$ cat config.mk
export PLATFORM = sky130hd
export DESIGN_NAME = vtg_top
export DESIGN_NICKNAME = d
export VERILOG_FILES = /design/src/rtl/vtg_pkg.sv /design/src/rtl/vtg_sync_delay.sv /design/src/rtl/vtg_raster.sv /design/src/rtl/vtg_pattern.sv /design/src/rtl/vtg_top.sv
export SDC_FILE = /design/constraint.sdc
export NUM_CORES = 1
export LEC_CHECK = 0
export BUFFER_PORTS_ARGS = -buffer_cell sky130_fd_sc_hd__buf_2
export CORE_MARGIN = 4
export CORE_UTILIZATION = 61
export CTS_BUF_LIST = sky130_fd_sc_hd__clkbuf_8
export DETAILED_ROUTE_END_ITERATION = 8
export PLACE_DENSITY = 0.94
export SLEW_MARGIN = 20
export SYNTH_ARGS = -nofsm -noshare
export SYNTH_HDL_FRONTEND = slang
export SYNTH_HIERARCHICAL = 1
export SYNTH_SLANG_ARGS = --single-unit
$ cat constraint.sdc
create_clock -name clk -period 4.29 [get_ports clk]
set_clock_uncertainty 0.05 [all_clocks]
set_input_delay 0.858 -clock clk [delete_from_list [all_inputs] [get_ports clk]]
set_output_delay 0.858 -clock clk [all_outputs]
set_load 0.01 [all_outputs]
$ cat src/rtl/vtg_pkg.sv
package vtg_pkg;

    typedef enum logic [2:0] {
        PH_SYNC  = 3'd0,
        PH_BACK  = 3'd1,
        PH_ACT   = 3'd2,
        PH_FRONT = 3'd3,
        PH_IDLE  = 3'd4
    } phase_e;

    // First phase at or after 'from' whose length is nonzero; PH_IDLE if none.
    function automatic phase_e seek_phase(input logic [3:0] nz, input logic [2:0] from);
        phase_e r;
        r = PH_IDLE;
        for (int i = 3; i >= 0; i--) begin
            if (nz[i] && (3'(i) >= from)) r = phase_e'(3'(i));
        end
        return r;
    endfunction

    function automatic logic [1:0] ph_idx(input phase_e p);
        return p[1:0];
    endfunction

endpackage

$ cat src/rtl/vtg_sync_delay.sv
module vtg_sync_delay #(
    parameter int DLY_W   = 12,
    parameter int MIN_DLY = 32
) (
    input  logic             clk,
    input  logic             rst_n,
    input  logic             clr_i,
    input  logic             ev_i,
    input  logic [DLY_W-1:0] dly_i,
    output logic             fire_o
);

    typedef struct packed {
        logic             prev;
        logic             pend;
        logic [DLY_W-1:0] cnt;
    } dly_st_t;

    dly_st_t st_d, st_q;
    logic [DLY_W-1:0] eff_dly;

    assign eff_dly = (dly_i < DLY_W'(MIN_DLY)) ? DLY_W'(MIN_DLY) : dly_i;
    assign fire_o  = st_q.pend && (st_q.cnt == '0);

    always_comb begin
        st_d      = st_q;
        st_d.prev = ev_i;
        if (fire_o) begin
            st_d.pend = 1'b0;
        end else if (st_q.pend) begin
            st_d.cnt = st_q.cnt - 1'b1;
        end
        if (ev_i && !st_q.prev) begin
            st_d.pend = 1'b1;
            st_d.cnt  = eff_dly - 1'b1;
        end
        if (clr_i) st_d.pend = 1'b0;
    end

    always_ff @(posedge clk or negedge rst_n) begin
        if (!rst_n) st_q <= '0;
        else        st_q <= st_d;
    end

endmodule

$ cat src/rtl/vtg_raster.sv
module vtg_raster
    import vtg_pkg::*;
#(
    parameter int PIX_W = 12
) (
    input  logic                  clk,
    input  logic                  rst_n,
    input  logic [3:0][PIX_W-1:0] hlen_i,
    input  logic [3:0][PIX_W-1:0] vlen_i,
    input  logic                  tp_en_i,
    input  logic                  hs_fire_i,
    input  logic                  vs_fire_i,
    output logic                  mode_chg_o,
    output logic                  tp_run_o,
    output logic                  hs_raw_o,
    output logic                  vs_raw_o,
    output logic                  de_raw_o,
    output logic [PIX_W-1:0]      x_o
);

    typedef struct packed {
        phase_e           hph;
        phase_e           vph;
        logic [PIX_W-1:0] hcnt;
        logic [PIX_W-1:0] vcnt;
        logic             tp;
    } rst_st_t;

    rst_st_t st_d, st_q;
    logic [3:0] hnz, vnz;
    logic       line_end;
    phase_e     nh, nv, sh, sv;

    for (genvar g = 0; g < 4; g++) begin : g_nz
        assign hnz[g] = (hlen_i[g] != '0);
        assign vnz[g] = (vlen_i[g] != '0);
    end

    assign mode_chg_o = (tp_en_i != st_q.tp);
    assign sh         = seek_phase(hnz, 3'd0);
    assign sv         = seek_phase(vnz, 3'd0);

    always_comb begin
        st_d     = st_q;
        st_d.tp  = tp_en_i;
        line_end = 1'b0;
        nh       = PH_IDLE;
        nv       = PH_IDLE;
        if (mode_chg_o) begin
            st_d.hph  = PH_IDLE;
            st_d.vph  = PH_IDLE;
            st_d.hcnt = '0;
            st_d.vcnt = '0;
        end else begin
            // horizontal phase stepping
            if (st_q.hph != PH_IDLE) begin
                if (st_q.hcnt == '0) begin
                    nh       = seek_phase(hnz, 3'(st_q.hph) + 3'd1);
                    st_d.hph = nh;
                    if (nh == PH_IDLE) line_end = 1'b1;
                    else               st_d.hcnt = hlen_i[ph_idx(nh)] - 1'b1;
                end else begin
                    st_d.hcnt = st_q.hcnt - 1'b1;
                end
            end
            // vertical stepping at each line end
            if (line_end) begin
                if (st_q.tp) begin
                    if (st_q.vph != PH_IDLE) begin
                        if (st_q.vcnt == '0) begin
                            nv = seek_phase(vnz, 3'(st_q.vph) + 3'd1);
                            if (nv == PH_IDLE) nv = sv;
                            st_d.vph = nv;
                            if (nv != PH_IDLE) st_d.vcnt = vlen_i[ph_idx(nv)] - 1'b1;
                        end else begin
                            st_d.vcnt = st_q.vcnt - 1'b1;
                        end
                    end
                end else if (st_q.vph == PH_SYNC) begin
                    if (st_q.vcnt == '0) st_d.vph  = PH_ACT;
                    else                 st_d.vcnt = st_q.vcnt - 1'b1;
                end
            end
            // line and frame launches
            if (st_q.tp) begin
                if (line_end || (st_q.hph == PH_IDLE)) begin
                    st_d.hph = sh;
                    if (sh != PH_IDLE) st_d.hcnt = hlen_i[ph_idx(sh)] - 1'b1;
                end
                if (st_q.vph == PH_IDLE) begin
                    st_d.vph = sv;
                    if (sv != PH_IDLE) st_d.vcnt = vlen_i[ph_idx(sv)] - 1'b1;
                end
            end else begin
                if (hs_fire_i) begin
                    st_d.hph = sh;
                    if (sh != PH_IDLE) st_d.hcnt = hlen_i[ph_idx(sh)] - 1'b1;
                end
                if (vs_fire_i && vnz[0]) begin
                    st_d.vph  = PH_SYNC;
                    st_d.vcnt = vlen_i[0] - 1'b1;
                end
            end
        end
    end

    always_ff @(posedge clk or negedge rst_n) begin
        if (!rst_n) begin
            st_q.hph  <= PH_IDLE;
            st_q.vph  <= PH_IDLE;
            st_q.hcnt <= '0;
            st_q.vcnt <= '0;
            st_q.tp   <= 1'b0;
        end else begin
            st_q <= st_d;
        end
    end

    assign tp_run_o = st_q.tp;
    assign hs_raw_o = (st_q.hph == PH_SYNC);
    assign vs_raw_o = (st_q.vph == PH_SYNC);
    assign de_raw_o = (st_q.hph == PH_ACT) &&
                      (st_q.tp ? (st_q.vph == PH_ACT) : (st_q.vph != PH_SYNC));
    assign x_o      = hlen_i[2] - 1'b1 - st_q.hcnt;

endmodule

$ cat src/rtl/vtg_pattern.sv
module vtg_pattern #(
    parameter int PIX_W     = 12,
    parameter int BAR_SHIFT = 4
) (
    input  logic             en_i,
    input  logic [PIX_W-1:0] x_i,
    output logic [23:0]      rgb_o
);

    logic [2:0] bar;

    assign bar   = x_i[BAR_SHIFT+2:BAR_SHIFT];
    assign rgb_o = en_i ? {{8{bar[2]}}, {8{bar[1]}}, {8{bar[0]}}} : 24'h0;

endmodule

$ cat src/rtl/vtg_top.sv
module vtg_top #(
    parameter int PIX_W     = 12,
    parameter int SYNC_W    = 10,
    parameter int PORCH_W   = 8,
    parameter int DLY_W     = 12,
    parameter int MIN_DLY   = 32,
    parameter int BAR_SHIFT = 4
) (
    input  logic               clk,
    input  logic               rst_n,
    input  logic [PIX_W-1:0]   act_pix_i,
    input  logic [PIX_W-1:0]   act_lines_i,
    input  logic [SYNC_W-1:0]  hs_width_i,
    input  logic [SYNC_W-1:0]  vs_width_i,
    input  logic [PORCH_W-1:0] h_back_i,
    input  logic [PORCH_W-1:0] h_front_i,
    input  logic [PORCH_W-1:0] v_back_i,
    input  logic [PORCH_W-1:0] v_front_i,
    input  logic [DLY_W-1:0]   sync_dly_i,
    input  logic               de_inv_i,
    input  logic               hs_inv_i,
    input  logic               vs_inv_i,
    input  logic               pattern_en_i,
    input  logic               hs_in_i,
    input  logic               vs_in_i,
    output logic               de_o,
    output logic               hs_o,
    output logic               vs_o,
    output logic [23:0]        rgb_o
);

    localparam int N_EV = 2;

    logic [3:0][PIX_W-1:0] hlen, vlen;
    logic [N_EV-1:0]       ev_in, ev_fire;
    logic                  mode_chg, tp_run, hs_raw, vs_raw, de_raw;
    logic [PIX_W-1:0]      x_pos;

    assign hlen  = {PIX_W'(h_front_i), act_pix_i,   PIX_W'(h_back_i), PIX_W'(hs_width_i)};
    assign vlen  = {PIX_W'(v_front_i), act_lines_i, PIX_W'(v_back_i), PIX_W'(vs_width_i)};
    assign ev_in = {vs_in_i, hs_in_i};

    for (genvar g = 0; g < N_EV; g++) begin : g_dly
        vtg_sync_delay #(.DLY_W(DLY_W), .MIN_DLY(MIN_DLY)) dly_i (
            .clk    (clk),
            .rst_n  (rst_n),
            .clr_i  (mode_chg),
            .ev_i   (ev_in[g]),
            .dly_i  (sync_dly_i),
            .fire_o (ev_fire[g])
        );
    end

    vtg_raster #(.PIX_W(PIX_W)) raster_i (
        .clk        (clk),
        .rst_n      (rst_n),
        .hlen_i     (hlen),
        .vlen_i     (vlen),
        .tp_en_i    (pattern_en_i),
        .hs_fire_i  (ev_fire[0]),
        .vs_fire_i  (ev_fire[1]),
        .mode_chg_o (mode_chg),
        .tp_run_o   (tp_run),
        .hs_raw_o   (hs_raw),
        .vs_raw_o   (vs_raw),
        .de_raw_o   (de_raw),
        .x_o        (x_pos)
    );

    vtg_pattern #(.PIX_W(PIX_W), .BAR_SHIFT(BAR_SHIFT)) pattern_i (
        .en_i  (de_raw && tp_run),
        .x_i   (x_pos),
        .rgb_o (rgb_o)
    );

    assign de_o = de_raw ^ de_inv_i;
    assign hs_o = hs_raw ^ hs_inv_i;
    assign vs_o = vs_raw ^ vs_inv_i;

endmodule

==> results.cfg <==
[clock_tree]
cts_root_buf = clkbuf_8
cts_tree = yes
cts_inserted_buffers = 9
htreeDepth = 3
clockBufferDepth = 2
cts.sinks = 59
clk_latency_ns = 0.34
cts_hold_buf = 0
path_clk_slew_ns = 0.07

[setup_path]
cp_data_required_time_ns = 4.50
cpPeakStageDelay_ns = 0.45
critPathTopFamily = compound AO/OA/AOI/OAI gates
path_buf_inv = 3
path_class = in -> reg
start_kind = input port
timing.rr.start = raster_i/st_q[28]$_DFF_PN0_
worstPathCellList = buf_2 > inv_1 > ha_1 > nor2b_1 > and4_2 > o32a_1 > a21boi_0 > o21ai_0 > a31oi_1 > inv_1 > ha_1 > nand2_1 > o211ai_1 > o2111ai_1 > o21ai_0 > nand2_1 > o221ai_1 > mux2_2 > o22ai_1
cp_slowest_cell = a21boi_0
crit_fanout = 6
critPathLaunch = vs_width_i[0]
critPathArrivalTime_ns = 4.44
crit_path_end_kind = flop

[final_layout]
final_cell_mix = buf_2 (122), nand2_1 (114), nor2_1 (103)
num_antenna_cells = 0
layout_commonest_cell = buf_2
fin_util_pct = 73.82
finalNetCount = 1541
nFillCells = 990
drive_above_1_share_pct = 21.80
syn2layout_area_growth_pct = 16.99

[timing]
tightest_slew_ns = 0.9953
drv_slew = 0
fin_tns_setup_ns = 0
layout_min_cycle_time_ns = 4.232
fmax_mhz = 236.3
setup_viol = 0
holdWs_ns = 0.4722
slew_headroom_pct = 33.64
period_share_pct = 98.65
finalHoldViolCount = 0

[power_and_ir_drop]
p_leak_nw = 4.524
p_total_w = 0.002725
peakVddDrop_uv = 161.2
cellPowerDensity_nw_per_um2 = 262.9

[floorplanning]
core_area_um2 = 14040
initial_core_util_pct = 63.10
dieHeight_um = 128.5
die_x_um = 128.5
ios = 123
dieArea_um2 = 16520
num_rows = 43

[global_routing]
first_global_vias = 10550
grt_usage_pct = 36.79
grt_max_degree = 39
grt_pass1_wl_mm = 50.74
grt_overflow = 0
antenna_found_initial = 0

[drt]
avgRoutedWirePerCell_um = 19.74
ant_nets = 0
dr.pass1.iters = 8
routed_via_density = 7.016
post-route-drc-count = 0
drtIter0Drc = 1929
wl_mm = 31.62
num_vias = 11240

[run_status]
outcome = finished clean

[synth]
syn_avg_cell_area_um2 = 7.305
syn_area_um2 = 8861
yosys_warnings = 6
syn_inst = 1213

[placement]
gp_congestion = 1.224
hpwl_mm = 24.14
io_buffers = 122

[run]
maxCapViolations = 0

[worst_hold_path]
hold_path_class = reg -> reg
holdCritStartpoint = g_dly[0].dly_i/st_q[11]$_DFFE_PN0P_
[what timing repair did]
item                       in CTS  in global routing
setup endpoints to repair       1                  9
resized for setup               1                 11
buffers inserted                0                  4
[power breakdown]
group,total [W],leakage [nW],switching (W),internal [W]
Clock,0.000464,0.103,0.000231,0.000233
Sequential,0.000792,0.736,0.000133,0.000659
Combinational,0.00147,3.69,0.000881,0.000588
[tightest hold or removal path, cell delays in order (launching register included)]
cell and delay [ns]:
dfrtp_1 0.35, nand3_1 0.06, o21ai_0 0.08
[through the flow]
step	area, um^2	std cells	setup WS [ns]
final	10370	1602	0.05810
after global placement	10110	1582	0.1045
after global routing	10370	1602	-0.1166
after detailed placement	10110	1582	-0.2441
after floorplan	9090	1274	0.2255
after CTS	10290	1598	0.1086
[path summary, 6_finish.rpt]
path | to | slack, ns | depth (start not counted)
max in group asynchronous | raster_i/st_q[30]$_DFF_PN1_ | 2.67 | 2
setup reg to reg | raster_i/st_q[19]$_DFF_PN0_ | 0.17 | 16
setup / recovery | raster_i/st_q[2]$_DFF_PN0_ | 0.06 | 19
hold reg to reg | g_dly[0].dly_i/st_q[11]$_DFFE_PN0P_ | 0.47 | 2
min in group asynchronous | g_dly[0].dly_i/st_q[8]$_DFFE_PN0P_ | 0.59 | 1
hold / removal | g_dly[0].dly_i/st_q[11]$_DFFE_PN0P_ | 0.47 | 2
[layer usage]
| layer | vias up | global-route usage, % | share of wire, % |
|---|---|---|---|
| met3 | 264 | 7.846 | 14 |
| met1 | 5017 | 47.24 | 37 |
| li1 | 4907 | - | - |
| met5 | - | 0 | 0 |
| met2 | 1052 | 58.14 | 44 |
| met4 | 0 | 19.39 | 6.2 |
[flip-flops by register name, indices dropped and copies added, names as in the netlist]
name               flops
raster_i/st_q         30
g_dly.dly_i/st_q      28
raster_i/tp_run_o      1
[area by class of cell]
| class | instances | area [um^2] | area share, % |
|---|---|---|---|
| repair buffers | 215 | 1309 | 12.63 |
| multi-input cells | 1093 | 7030 | 67.82 |
| inverters | 39 | 146.4 | 1.412 |
| clock inverters | 5 | 21.27 | 0.2052 |
| flip-flops and latches | 59 | 1483 | 14.30 |
| well taps | 180 | 225.2 | 2.173 |
| clock buffers | 11 | 151.4 | 1.460 |
(Power assumes the default switching activity.)
